**config.mk**
```make
export PLATFORM = sky130hd
export DESIGN_NAME = ata_pio_strobe_gen
export DESIGN_NICKNAME = d
export VERILOG_FILES = /design/src/rtl/ata_pio_pkg.sv /design/src/rtl/ata_pio_regs.sv /design/src/rtl/ata_pio_timing_sel.sv /design/src/rtl/ata_pio_seq.sv /design/src/rtl/ata_pio_strobe_gen.sv
export SDC_FILE = /design/constraint.sdc
export NUM_CORES = 1
export LEC_CHECK = 0
export BUFFER_PORTS_ARGS = -buffer_cell sky130_fd_sc_hd__buf_4
export CORE_UTILIZATION = 30
export CTS_BUF_LIST = sky130_fd_sc_hd__clkbuf_4
export DETAILED_ROUTE_END_ITERATION = 10
export PLACE_DENSITY = 0.49
export SYNTH_ARGS = -nofsm -noshare
export SYNTH_HDL_FRONTEND = slang
export SYNTH_HIERARCHICAL = 1
export SYNTH_SLANG_ARGS = --single-unit
```
**constraint.sdc**
```tcl
create_clock -name clk_i -period 3.1 [get_ports clk_i]
set_input_delay 0.62 -clock clk_i [delete_from_list [all_inputs] [get_ports clk_i]]
set_output_delay 0.62 -clock clk_i [all_outputs]
set_load 0.02 [all_outputs]
```
**src/rtl/ata_pio_pkg.sv**
```systemverilog
package ata_pio_pkg;
  localparam int LEN_W = 5;
  typedef logic [LEN_W-1:0] len_t;

  typedef struct packed {
    len_t setup;
    len_t act;
    len_t rec;
  } phase_len_t;

  typedef enum logic [1:0] {ST_IDLE, ST_SETUP, ST_ACT, ST_REC} seq_st_e;

  function automatic len_t dec_act(input logic [3:0] n);
    return (n == 4'd0) ? len_t'(16) : len_t'(n);
  endfunction

  // recovery: 0 -> 16, 15 -> 1, others -> n+1
  function automatic len_t dec_rec(input logic [3:0] n);
    if (n == 4'd0)       return len_t'(16);
    else if (n == 4'hf)  return len_t'(1);
    else                 return len_t'(n) + len_t'(1);
  endfunction

  // setup code is not ordered by length
  function automatic len_t dec_setup(input logic [1:0] c);
    case (c)
      2'b01:   return len_t'(2);
      2'b10:   return len_t'(3);
      2'b00:   return len_t'(4);
      default: return len_t'(5);
    endcase
  endfunction
endpackage

```
**src/rtl/ata_pio_regs.sv**
```systemverilog
module ata_pio_regs #(
  parameter int NDRV         = 2,
  parameter bit SHARED_SETUP = 1'b0,
  parameter int ADDR_W       = 2,
  parameter int DATA_W       = 8
) (
  input  logic                          clk_i,
  input  logic                          rst_ni,
  input  logic                          wr_en_i,
  input  logic [ADDR_W-1:0]             wr_addr_i,
  input  logic [DATA_W-1:0]             wr_data_i,
  output logic [NDRV-1:0][DATA_W-1:0]   tim_o,
  output logic [NDRV-1:0][1:0]          su_code_o
);
  localparam int SU_BASE = NDRV;
  localparam int SU_HI   = DATA_W - 1;
  localparam int SU_LO   = DATA_W - 2;

  logic [NDRV-1:0][DATA_W-1:0] tim_q;

  always_ff @(posedge clk_i or negedge rst_ni) begin
    if (!rst_ni) begin
      tim_q <= '0;
    end else if (wr_en_i) begin
      for (int d = 0; d < NDRV; d++)
        if (wr_addr_i == ADDR_W'(d)) tim_q[d] <= wr_data_i;
    end
  end
  assign tim_o = tim_q;

  generate
    if (SHARED_SETUP) begin : g_shared
      logic [1:0] su_q;
      always_ff @(posedge clk_i or negedge rst_ni) begin
        if (!rst_ni)
          su_q <= 2'b11;
        else if (wr_en_i && wr_addr_i == ADDR_W'(SU_BASE))
          su_q <= wr_data_i[SU_HI:SU_LO];
      end
      always_comb
        for (int d = 0; d < NDRV; d++) su_code_o[d] = su_q;
    end else begin : g_per_drive
      logic [NDRV-1:0][1:0] su_q;
      always_ff @(posedge clk_i or negedge rst_ni) begin
        if (!rst_ni) begin
          su_q <= {NDRV{2'b11}};
        end else if (wr_en_i) begin
          for (int d = 0; d < NDRV; d++)
            if (wr_addr_i == ADDR_W'(SU_BASE + d)) su_q[d] <= wr_data_i[SU_HI:SU_LO];
        end
      end
      assign su_code_o = su_q;
    end
  endgenerate


  regs_hold_chk: assert property (@(posedge clk_i) disable iff (!rst_ni)
    !wr_en_i |=> ($stable(tim_o) && $stable(su_code_o)));
endmodule

```
**src/rtl/ata_pio_timing_sel.sv**
```systemverilog
module ata_pio_timing_sel
  import ata_pio_pkg::*;
#(
  parameter int NDRV   = 2,
  parameter int DATA_W = 8,
  localparam int DRV_W = (NDRV > 1) ? $clog2(NDRV) : 1
) (
  input  logic [NDRV-1:0][DATA_W-1:0] tim_i,
  input  logic [NDRV-1:0][1:0]        su_code_i,
  input  logic [DRV_W-1:0]            drv_i,
  output phase_len_t                  len_o
);
  logic [DATA_W-1:0] sel_tim;
  len_t              su_max;

  assign sel_tim = tim_i[drv_i];

  // pick longest decoded setup; codes themselves are not ordered
  always_comb begin
    su_max = '0;
    for (int d = 0; d < NDRV; d++)
      if (dec_setup(su_code_i[d]) > su_max) su_max = dec_setup(su_code_i[d]);
  end

  assign len_o.setup = su_max;
  assign len_o.act   = dec_act(sel_tim[7:4]);
  assign len_o.rec   = dec_rec(sel_tim[3:0]);
endmodule

```
**src/rtl/ata_pio_seq.sv**
```systemverilog
module ata_pio_seq
  import ata_pio_pkg::*;
(
  input  logic       clk_i,
  input  logic       rst_ni,
  input  logic       req_i,
  input  logic       rd_i,
  input  phase_len_t len_i,
  output logic       busy_o,
  output logic       done_o,
  output logic       rd_strobe_no,
  output logic       wr_strobe_no
);
  seq_st_e    st_q, st_d;
  len_t       cnt_q, cnt_d;
  phase_len_t len_q, len_d;
  logic       rd_q, rd_d;
  logic       fin;
  logic       done_q, rd_nq, wr_nq;

  always_comb begin
    st_d  = st_q;
    cnt_d = cnt_q;
    len_d = len_q;
    rd_d  = rd_q;
    fin   = 1'b0;
    unique case (st_q)
      ST_IDLE: if (req_i) begin
        st_d  = ST_SETUP;
        len_d = len_i;
        rd_d  = rd_i;
        cnt_d = len_i.setup - len_t'(1);
      end
      ST_SETUP: if (cnt_q == '0) begin
        st_d  = ST_ACT;
        cnt_d = len_q.act - len_t'(1);
      end else cnt_d = cnt_q - len_t'(1);
      ST_ACT: if (cnt_q == '0) begin
        st_d  = ST_REC;
        cnt_d = len_q.rec - len_t'(1);
      end else cnt_d = cnt_q - len_t'(1);
      ST_REC: if (cnt_q == '0) begin
        st_d = ST_IDLE;
        fin  = 1'b1;
      end else cnt_d = cnt_q - len_t'(1);
      default: st_d = ST_IDLE;
    endcase
  end

  always_ff @(posedge clk_i or negedge rst_ni) begin
    if (!rst_ni) begin
      st_q   <= ST_IDLE;
      cnt_q  <= '0;
      len_q  <= '0;
      rd_q   <= 1'b0;
      done_q <= 1'b0;
      rd_nq  <= 1'b1;
      wr_nq  <= 1'b1;
    end else begin
      st_q   <= st_d;
      cnt_q  <= cnt_d;
      len_q  <= len_d;
      rd_q   <= rd_d;
      done_q <= fin;
      // strobes registered from next state: no decode glitches on pins
      rd_nq  <= !((st_d == ST_ACT) && rd_d);
      wr_nq  <= !((st_d == ST_ACT) && !rd_d);
    end
  end

  assign busy_o       = (st_q != ST_IDLE);
  assign done_o       = done_q;
  assign rd_strobe_no = rd_nq;
  assign wr_strobe_no = wr_nq;


  one_strobe_chk: assert property (@(posedge clk_i) disable iff (!rst_ni)
    rd_nq || wr_nq);

  strobe_in_act_chk: assert property (@(posedge clk_i) disable iff (!rst_ni)
    (!rd_nq || !wr_nq) |-> (st_q == ST_ACT));

  done_pulse_chk: assert property (@(posedge clk_i) disable iff (!rst_ni)
    done_q |=> !done_q);

  done_after_rec_chk: assert property (@(posedge clk_i) disable iff (!rst_ni)
    done_q |-> ($past(st_q) == ST_REC && st_q != ST_SETUP ? 1'b1 : $past(st_q) == ST_REC));

  hold_len_chk: assert property (@(posedge clk_i) disable iff (!rst_ni)
    (st_q != ST_IDLE) |=> (st_q == ST_IDLE || $stable(len_q)));

  cnt_bound_chk: assert property (@(posedge clk_i) disable iff (!rst_ni)
    cnt_q < len_t'(16));
endmodule

```
**src/rtl/ata_pio_strobe_gen.sv**
```systemverilog
module ata_pio_strobe_gen
  import ata_pio_pkg::*;
#(
  parameter bit SHARED_SETUP = 1'b0,
  parameter int NDRV         = 2,
  parameter int ADDR_W       = 2,
  parameter int DATA_W       = 8,
  localparam int DRV_W       = (NDRV > 1) ? $clog2(NDRV) : 1
) (
  input  logic              clk_i,
  input  logic              rst_ni,
  input  logic              wr_en_i,
  input  logic [ADDR_W-1:0] wr_addr_i,
  input  logic [DATA_W-1:0] wr_data_i,
  input  logic              req_i,
  input  logic [DRV_W-1:0]  drv_i,
  input  logic              rd_i,
  output logic              busy_o,
  output logic              done_o,
  output logic              rd_strobe_no,
  output logic              wr_strobe_no
);
  logic [NDRV-1:0][DATA_W-1:0] tim;
  logic [NDRV-1:0][1:0]        su_code;
  phase_len_t                  len;

  ata_pio_regs #(
    .NDRV(NDRV), .SHARED_SETUP(SHARED_SETUP), .ADDR_W(ADDR_W), .DATA_W(DATA_W)
  ) u_regs (
    .clk_i(clk_i), .rst_ni(rst_ni),
    .wr_en_i(wr_en_i), .wr_addr_i(wr_addr_i), .wr_data_i(wr_data_i),
    .tim_o(tim), .su_code_o(su_code)
  );

  ata_pio_timing_sel #(.NDRV(NDRV), .DATA_W(DATA_W)) u_sel (
    .tim_i(tim), .su_code_i(su_code), .drv_i(drv_i), .len_o(len)
  );

  ata_pio_seq u_seq (
    .clk_i(clk_i), .rst_ni(rst_ni),
    .req_i(req_i), .rd_i(rd_i), .len_i(len),
    .busy_o(busy_o), .done_o(done_o),
    .rd_strobe_no(rd_strobe_no), .wr_strobe_no(wr_strobe_no)
  );


  busy_drop_done_chk: assert property (@(posedge clk_i) disable iff (!rst_ni)
    $fell(busy_o) |-> done_o);

  done_idle_chk: assert property (@(posedge clk_i) disable iff (!rst_ni)
    done_o |-> !busy_o);
endmodule

```
# == After elaboration in Yosys (flattened, before gate mapping) ==
# Index checks and enable logic that the tools add are counted.
# totals
word_cells,76
ff_bits,41
# op_classes
magnitude_cmp,3
n_reduce_logical,19
muxes,23
addsub,5
eq_ne,14
# ops
op,n
2-to-1 mux 5 bit,9
case mux 5 bit (4 select lines),1
subtractor 5 x 1 -> 5 bit (second input constant),4
case mux 3 bit (3 select lines),2
2-to-1 mux 8 bit,2
== test 2 bit (second input constant),7
AND reduction 2 bit,6
== test 2 x 1 -> 1 bit (second input constant),4
zero test 2 bit,4
zero test 4 bit,2
2-to-1 mux 2 bit,4
case mux 2 bit (4 select lines),1
adder 4 x 1 -> 5 bit (second input constant),1
greater-than comparator 3 x 5 -> 1 bit,1
zero test 5 bit,1
== test 4 bit (second input constant),1
2-to-1 mux 1 bit,4
!= test 2 bit (second input constant),2
greater-than comparator 3 x 1 -> 1 bit (second input constant),1
zero test 1 bit,3
logical AND 1 bit,2
< comparator 1 x 2 -> 1 bit (second input constant),1
nonzero test 2 bit,1

# == Depth between registers and ports, before layout ==
# logic_depth
ltp_word,9
ltp_mapped,15

# == Cells and area by module ==
# The synthesis kept the hierarchy.
# modules_own_cells
mod,n_inst,cells_per_inst,area_each_um2
ata_pio_seq,1,140,1222.4
ata_pio_regs,1,44,773.2
ata_pio_timing_sel,1,50,447.9

# == Worst setup path after synthesis ==
# OpenSTA, ideal clock, no wires.
# synth_path
path_type,flip-flop to flip-flop
start,"reg u_regs.g_per_drive.su_q, in the netlist u_regs/su_code_o[2]"
end,reg u_seq.cnt_q[4]
n_path_buf,0
path_slack_ps,329
arrival_time_ps,2647
path_stages_with_launch,15
path_cell_list,dfstp_2 > inv_1 > ha_1 > inv_1 > ha_1 > nor2b_1 > o21ai_1 > a32oi_2 > mux2i_1 > inv_1 > ha_1 > nor3b_1 > xnor2_1 > a211oi_1 > o31a_1
# synth_rtl
element,line,text
"start, declared",ata_pio_regs.sv:43,logic [NDRV-1:0][1:0] su_q;
"start signal, assigned",ata_pio_regs.sv:46,su_q <= {NDRV{2'b11}};
"start signal, assigned by index",ata_pio_regs.sv:49,if (wr_addr_i == ADDR_W'(SU_BASE + d)) su_q[d] <= wr_data_i[SU_HI:SU_LO];
"end signal, assigned",ata_pio_seq.sv:61,cnt_q <= cnt_d;
"end, declared",ata_pio_seq.sv:15,"len_t cnt_q, cnt_d;"

==> impl_metrics.env <==
export IMPL_run_status="finished clean"
export IMPL_synth_yosys_warnings=6
export IMPL_cp_slowest_stage_delay_ns=0.56
export IMPL_worst_hold_slack_ns=0.222
export IMPL_nets=285
export IMPL_placed_wire_length_estimate_um=3340
export IMPL_critical_path_class="reg2reg"
export IMPL_die_width_um=92.3
export IMPL_final_max_slew_viol_count=0
export IMPL_route_vias_total=1702
export IMPL_met2RoutedLength_um=2050
export IMPL_final_weighted_congestion_in_routability_driven_placement=0.739
export IMPL_n_antenna_cell=0
export IMPL_layout_min_cycle_time_ns=2.89
export IMPL_ant_nets=0
export IMPL_grt_ovfl_total=0
export IMPL_clock_sinks=41
export IMPL_timing_worst_slew_pin_value_ns=0.596
export IMPL_maximum_number_of_pins_on_one_net_before_global_route_repair=42
export IMPL_yosys_top_cells_area="sky130_fd_sc_hd__dfrtp_1 (36%), sky130_fd_sc_hd__mux2_2 (9.7%), sky130_fd_sc_hd__ha_1 (6.7%), sky130_fd_sc_hd__dfstp_2 (6.5%), sky130_fd_sc_hd__nand2_1 (4.8%)"
export IMPL_routed_wirelength_um=4580
export IMPL_synth_edff_count=0
export IMPL_postSynthAreaPerCell_um2=10.4
export IMPL_asr_flop_ratio_synth_pct=100
export IMPL_core_rowCount=32
export IMPL_fraction_of_final_layout_cells_with_drive_strength_greater_than_1_pct=29.6
export IMPL_pwr_density_cell_nw_per_um2=790
export IMPL_instances_no_fill=359
export IMPL_power_net_switching_mw=0.871
export IMPL_yosys_most_used_dff="sky130_fd_sc_hd__dfrtp_1"
export IMPL_remaining_drc_errors=0
export IMPL_cts_buffers_inserted=5
export IMPL_cell_internal_pwr_mw=1.32
export IMPL_worst_ep_required_time_ns=3.36
export IMPL_achievable_frequency_ghz=0.346
export IMPL_crit_path_start_kind="flip-flop"
export IMPL_max_cap_violations=0
export IMPL_wl_per_cell_um=12.8
export IMPL_dr_wl_met3_um=148
export IMPL_path_common_cell="sky130_fd_sc_hd__inv_1"
export IMPL_grt_antenna_before_repair=0
export IMPL_flop_pwr_share_pct=40.7
export IMPL_setup_reg_to_reg_worst_slack_ns=0.21
export IMPL_clock_skew_ns=0.00781
export IMPL_cts_hold_fix_buffers=0
export IMPL_synthToLayoutAreaGrowth_pct=13.5
export IMPL_r2r_end="u_seq/cnt_q[4]$_DFFE_PN0P_"
export IMPL_ff2ff_path_depth=14
export IMPL_end_kind="flip-flop"
export IMPL_synthCells=234
export IMPL_synth_top_cell_area_share_pct=35.8
export IMPL_final_min_period_over_clock_period_pct=93.1
export IMPL_die_area_um2=8510
export IMPL_cts_htree_levels=2
export IMPL_place_inst=350
export IMPL_io_buffer_count=19
export IMPL_post_drt_via_cell_ratio=4.74
export IMPL_worst_ep_arrival_time_ns=3.15
export IMPL_hold_viol_final=0
export IMPL_crit_path_max_fanout=3
export IMPL_worst_hold_path_type="in2async"
export IMPL_ys_ff_latch=41
export IMPL_combinationalPowerShare_pct=46.2
export IMPL_final_util_pct=35.5
export IMPL_p_sw_share_pct=39.8
export IMPL_grt_usage_pct=12.2
export IMPL_seq_area_frac_synth_pct=42.3
export IMPL_met1Wirelength_um=2360
export IMPL_die_height_um=92.3
export IMPL_placeableCoreArea_um2=7810
export IMPL_area_sequential_um2=1030
export IMPL_clock_transition_at_the_registers_of_the_reported_paths_ns=0.13
export IMPL_clockPowerShare_pct=13.1
export IMPL_ctsLongestPathBuffers=2
export IMPL_synthesis_area_um2=2440
export IMPL_clock_root_buffer="sky130_fd_sc_hd__clkbuf_4"
export IMPL_filler_cell_count=812
export IMPL_layout_setup_ws_ns=0.213
export IMPL_top_layer="met4"
export IMPL_first_global_vias=1656
export IMPL_total_power_mw=2.19
export IMPL_drt_pass1_iter_count=4
export IMPL_initial_core_util_pct=31.3
export IMPL_crit_reg2reg_launch="u_regs/su_code_o[2]$_DFFE_PN1P_"
export IMPL_design_portCount=20
export IMPL_clock_latency_ns=0.36
export IMPL_detail_route_iter0_violations=77
export IMPL_synthDistinctLibCells=52
export IMPL_crit_path_cell_trace="inv_1 > ha_1 > inv_1 > ha_4 > nor2b_2 > o21ai_1 > a32oi_2 > mux2i_1 > inv_1 > ha_1 > nor3b_2 > xnor2_1 > a211oi_1 > o31a_1"
export IMPL_multiInputGateArea_um2=1320
export IMPL_static_leakage_power_nw=1.21
export IMPL_timing_max_slew_rel_slack_pct=60.1
export IMPL_global_route_wire_length_before_repair_um=8180
export IMPL_post_synth_top_area_cell="sky130_fd_sc_hd__dfrtp_1"
export IMPL_peakVddDrop_v=0.000281
export IMPL_slowest_stage="sky130_fd_sc_hd__dfstp_2"
export IMPL_preCtsSetupSlack_ns=0.173
export IMPL_tritoncts="yes"
export IMPL_finalSetupViolCount=0
-- sequential cells by signal, summed over array words and instances (netlist names), 2 cells and up --
name              flops
u_seq/len_q          10
u_regs/su_code_o      4
u_regs/tim_o         16
u_seq/st_q            2
u_seq/cnt_q           5
-- layout make-up --
class	count	share of cell area, %
multi-input combinational	168	47.6
sequential	41	37.3
timing repair buffer	22	5.96
tap	102	4.60
inverter	18	2.44
clock buffer	5	1.35
clock inverter	3	0.767
-- metal layers --
layer / track usage [%] / vias up
met5: 0 / -
met2: 18.3 / 25
met4: 2.34 / 0
met1: 17.3 / 818
met3: 3.81 / 3
li1: - / 856
-- cells in the mapped netlist, types with 4 or more instances --
cell and n:
sky130_fd_sc_hd__mux2i_1 4, sky130_fd_sc_hd__nand2_1 31, sky130_fd_sc_hd__nand2b_1 5, sky130_fd_sc_hd__o21ai_1 6, sky130_fd_sc_hd__dfstp_2 6, sky130_fd_sc_hd__inv_1 17
sky130_fd_sc_hd__xnor2_1 6, sky130_fd_sc_hd__nor3_1 7, sky130_fd_sc_hd__nor2_1 11, sky130_fd_sc_hd__nor3b_1 4, sky130_fd_sc_hd__mux2_2 21, sky130_fd_sc_hd__a21oi_1 7
sky130_fd_sc_hd__dfrtp_1 35, sky130_fd_sc_hd__ha_1 13, sky130_fd_sc_hd__nand3_1 4
-- logic make-up (layout without fill, tap and decap cells) --
group,after synthesis,in the layout,synth area share (%)
multiplexers,32,32,16.0
buffers and inverters,26,48,4.66
AO/OA/AOI/OAI,36,36,10.4
AND/OR/NAND/NOR,76,76,16.6
flip-flops,41,41,42.3
adder cells (fa/ha/maj),13,13,6.66
other,1,2,0.153
XOR/XNOR,9,9,3.23
-- worst max-delay path by stage --
stage / startpoint / endpoint / slack, ns
2_1_floorplan: u_regs/su_code_o[2]$_DFFE_PN1P_ / u_seq/cnt_q[4]$_DFFE_PN0P_ / 0.33
3_3_place_gp: u_regs/su_code_o[2]$_DFFE_PN1P_ / u_seq/cnt_q[4]$_DFFE_PN0P_ / 0.25
3_5_place_dp: u_regs/su_code_o[2]$_DFFE_PN1P_ / u_seq/cnt_q[4]$_DFFE_PN0P_ / 0.17
4_1_cts: u_regs/su_code_o[2]$_DFFE_PN1P_ / u_seq/cnt_q[4]$_DFFE_PN0P_ / 0.13
5_1_grt: u_regs/su_code_o[2]$_DFFE_PN1P_ / u_seq/cnt_q[4]$_DFFE_PN0P_ / -0.02
6_report: u_regs/su_code_o[2]$_DFFE_PN1P_ / u_seq/cnt_q[4]$_DFFE_PN0P_ / 0.21
-- timing repair --
item,in CTS,in global routing
gates resized for setup,0,3
setup endpoints to repair,0,2
buffers inserted,0,1
-- worst max-delay path, delay by kind of cell (launching register included) --
kind                       cells  cell delay (ns)
muxes                          1             0.28
adders and majority gates      3             0.78
and+or+nand+nor                2             0.28
AOI/OAI and AO/OA              4             0.55
xor gates and xnor gates       1             0.14
buffers and inverters          3             0.20
DFF                            1             0.56
-- power by group through the flow --
stage	Combinational [mW]	Clock (mW)	Sequential, mW
finish	1.01	0.287	0.891
CTS	0.984	0.303	0.893
detailed placement	0.976	0	0.906
global placement	0.970	0	0.902
floorplan	0.787	0	0.845
global route	1.15	0.334	0.925
-- cells in the final DEF, fill, tap and decap left out, types with 6 or more instances in the layout --
master and count:
sky130_fd_sc_hd__xnor2_1 6, sky130_fd_sc_hd__nor2_1 11, sky130_fd_sc_hd__dfrtp_1 35, sky130_fd_sc_hd__ha_1 12, sky130_fd_sc_hd__o21ai_1 6, sky130_fd_sc_hd__nor3_1 7, sky130_fd_sc_hd__nand2_1 31, sky130_fd_sc_hd__buf_4 22
sky130_fd_sc_hd__a21oi_1 7, sky130_fd_sc_hd__mux2_2 21, sky130_fd_sc_hd__dfstp_2 6, sky130_fd_sc_hd__inv_1 17
-- per-stage QoR --
step	area (um^2)	TNS (ns)
floorplan	2450	0
global placement	2690	0
detailed placement	2690	0
CTS	2750	0
global route	2770	-0.0244
finish	2770	0
Power figures use the tool's default switching activity.
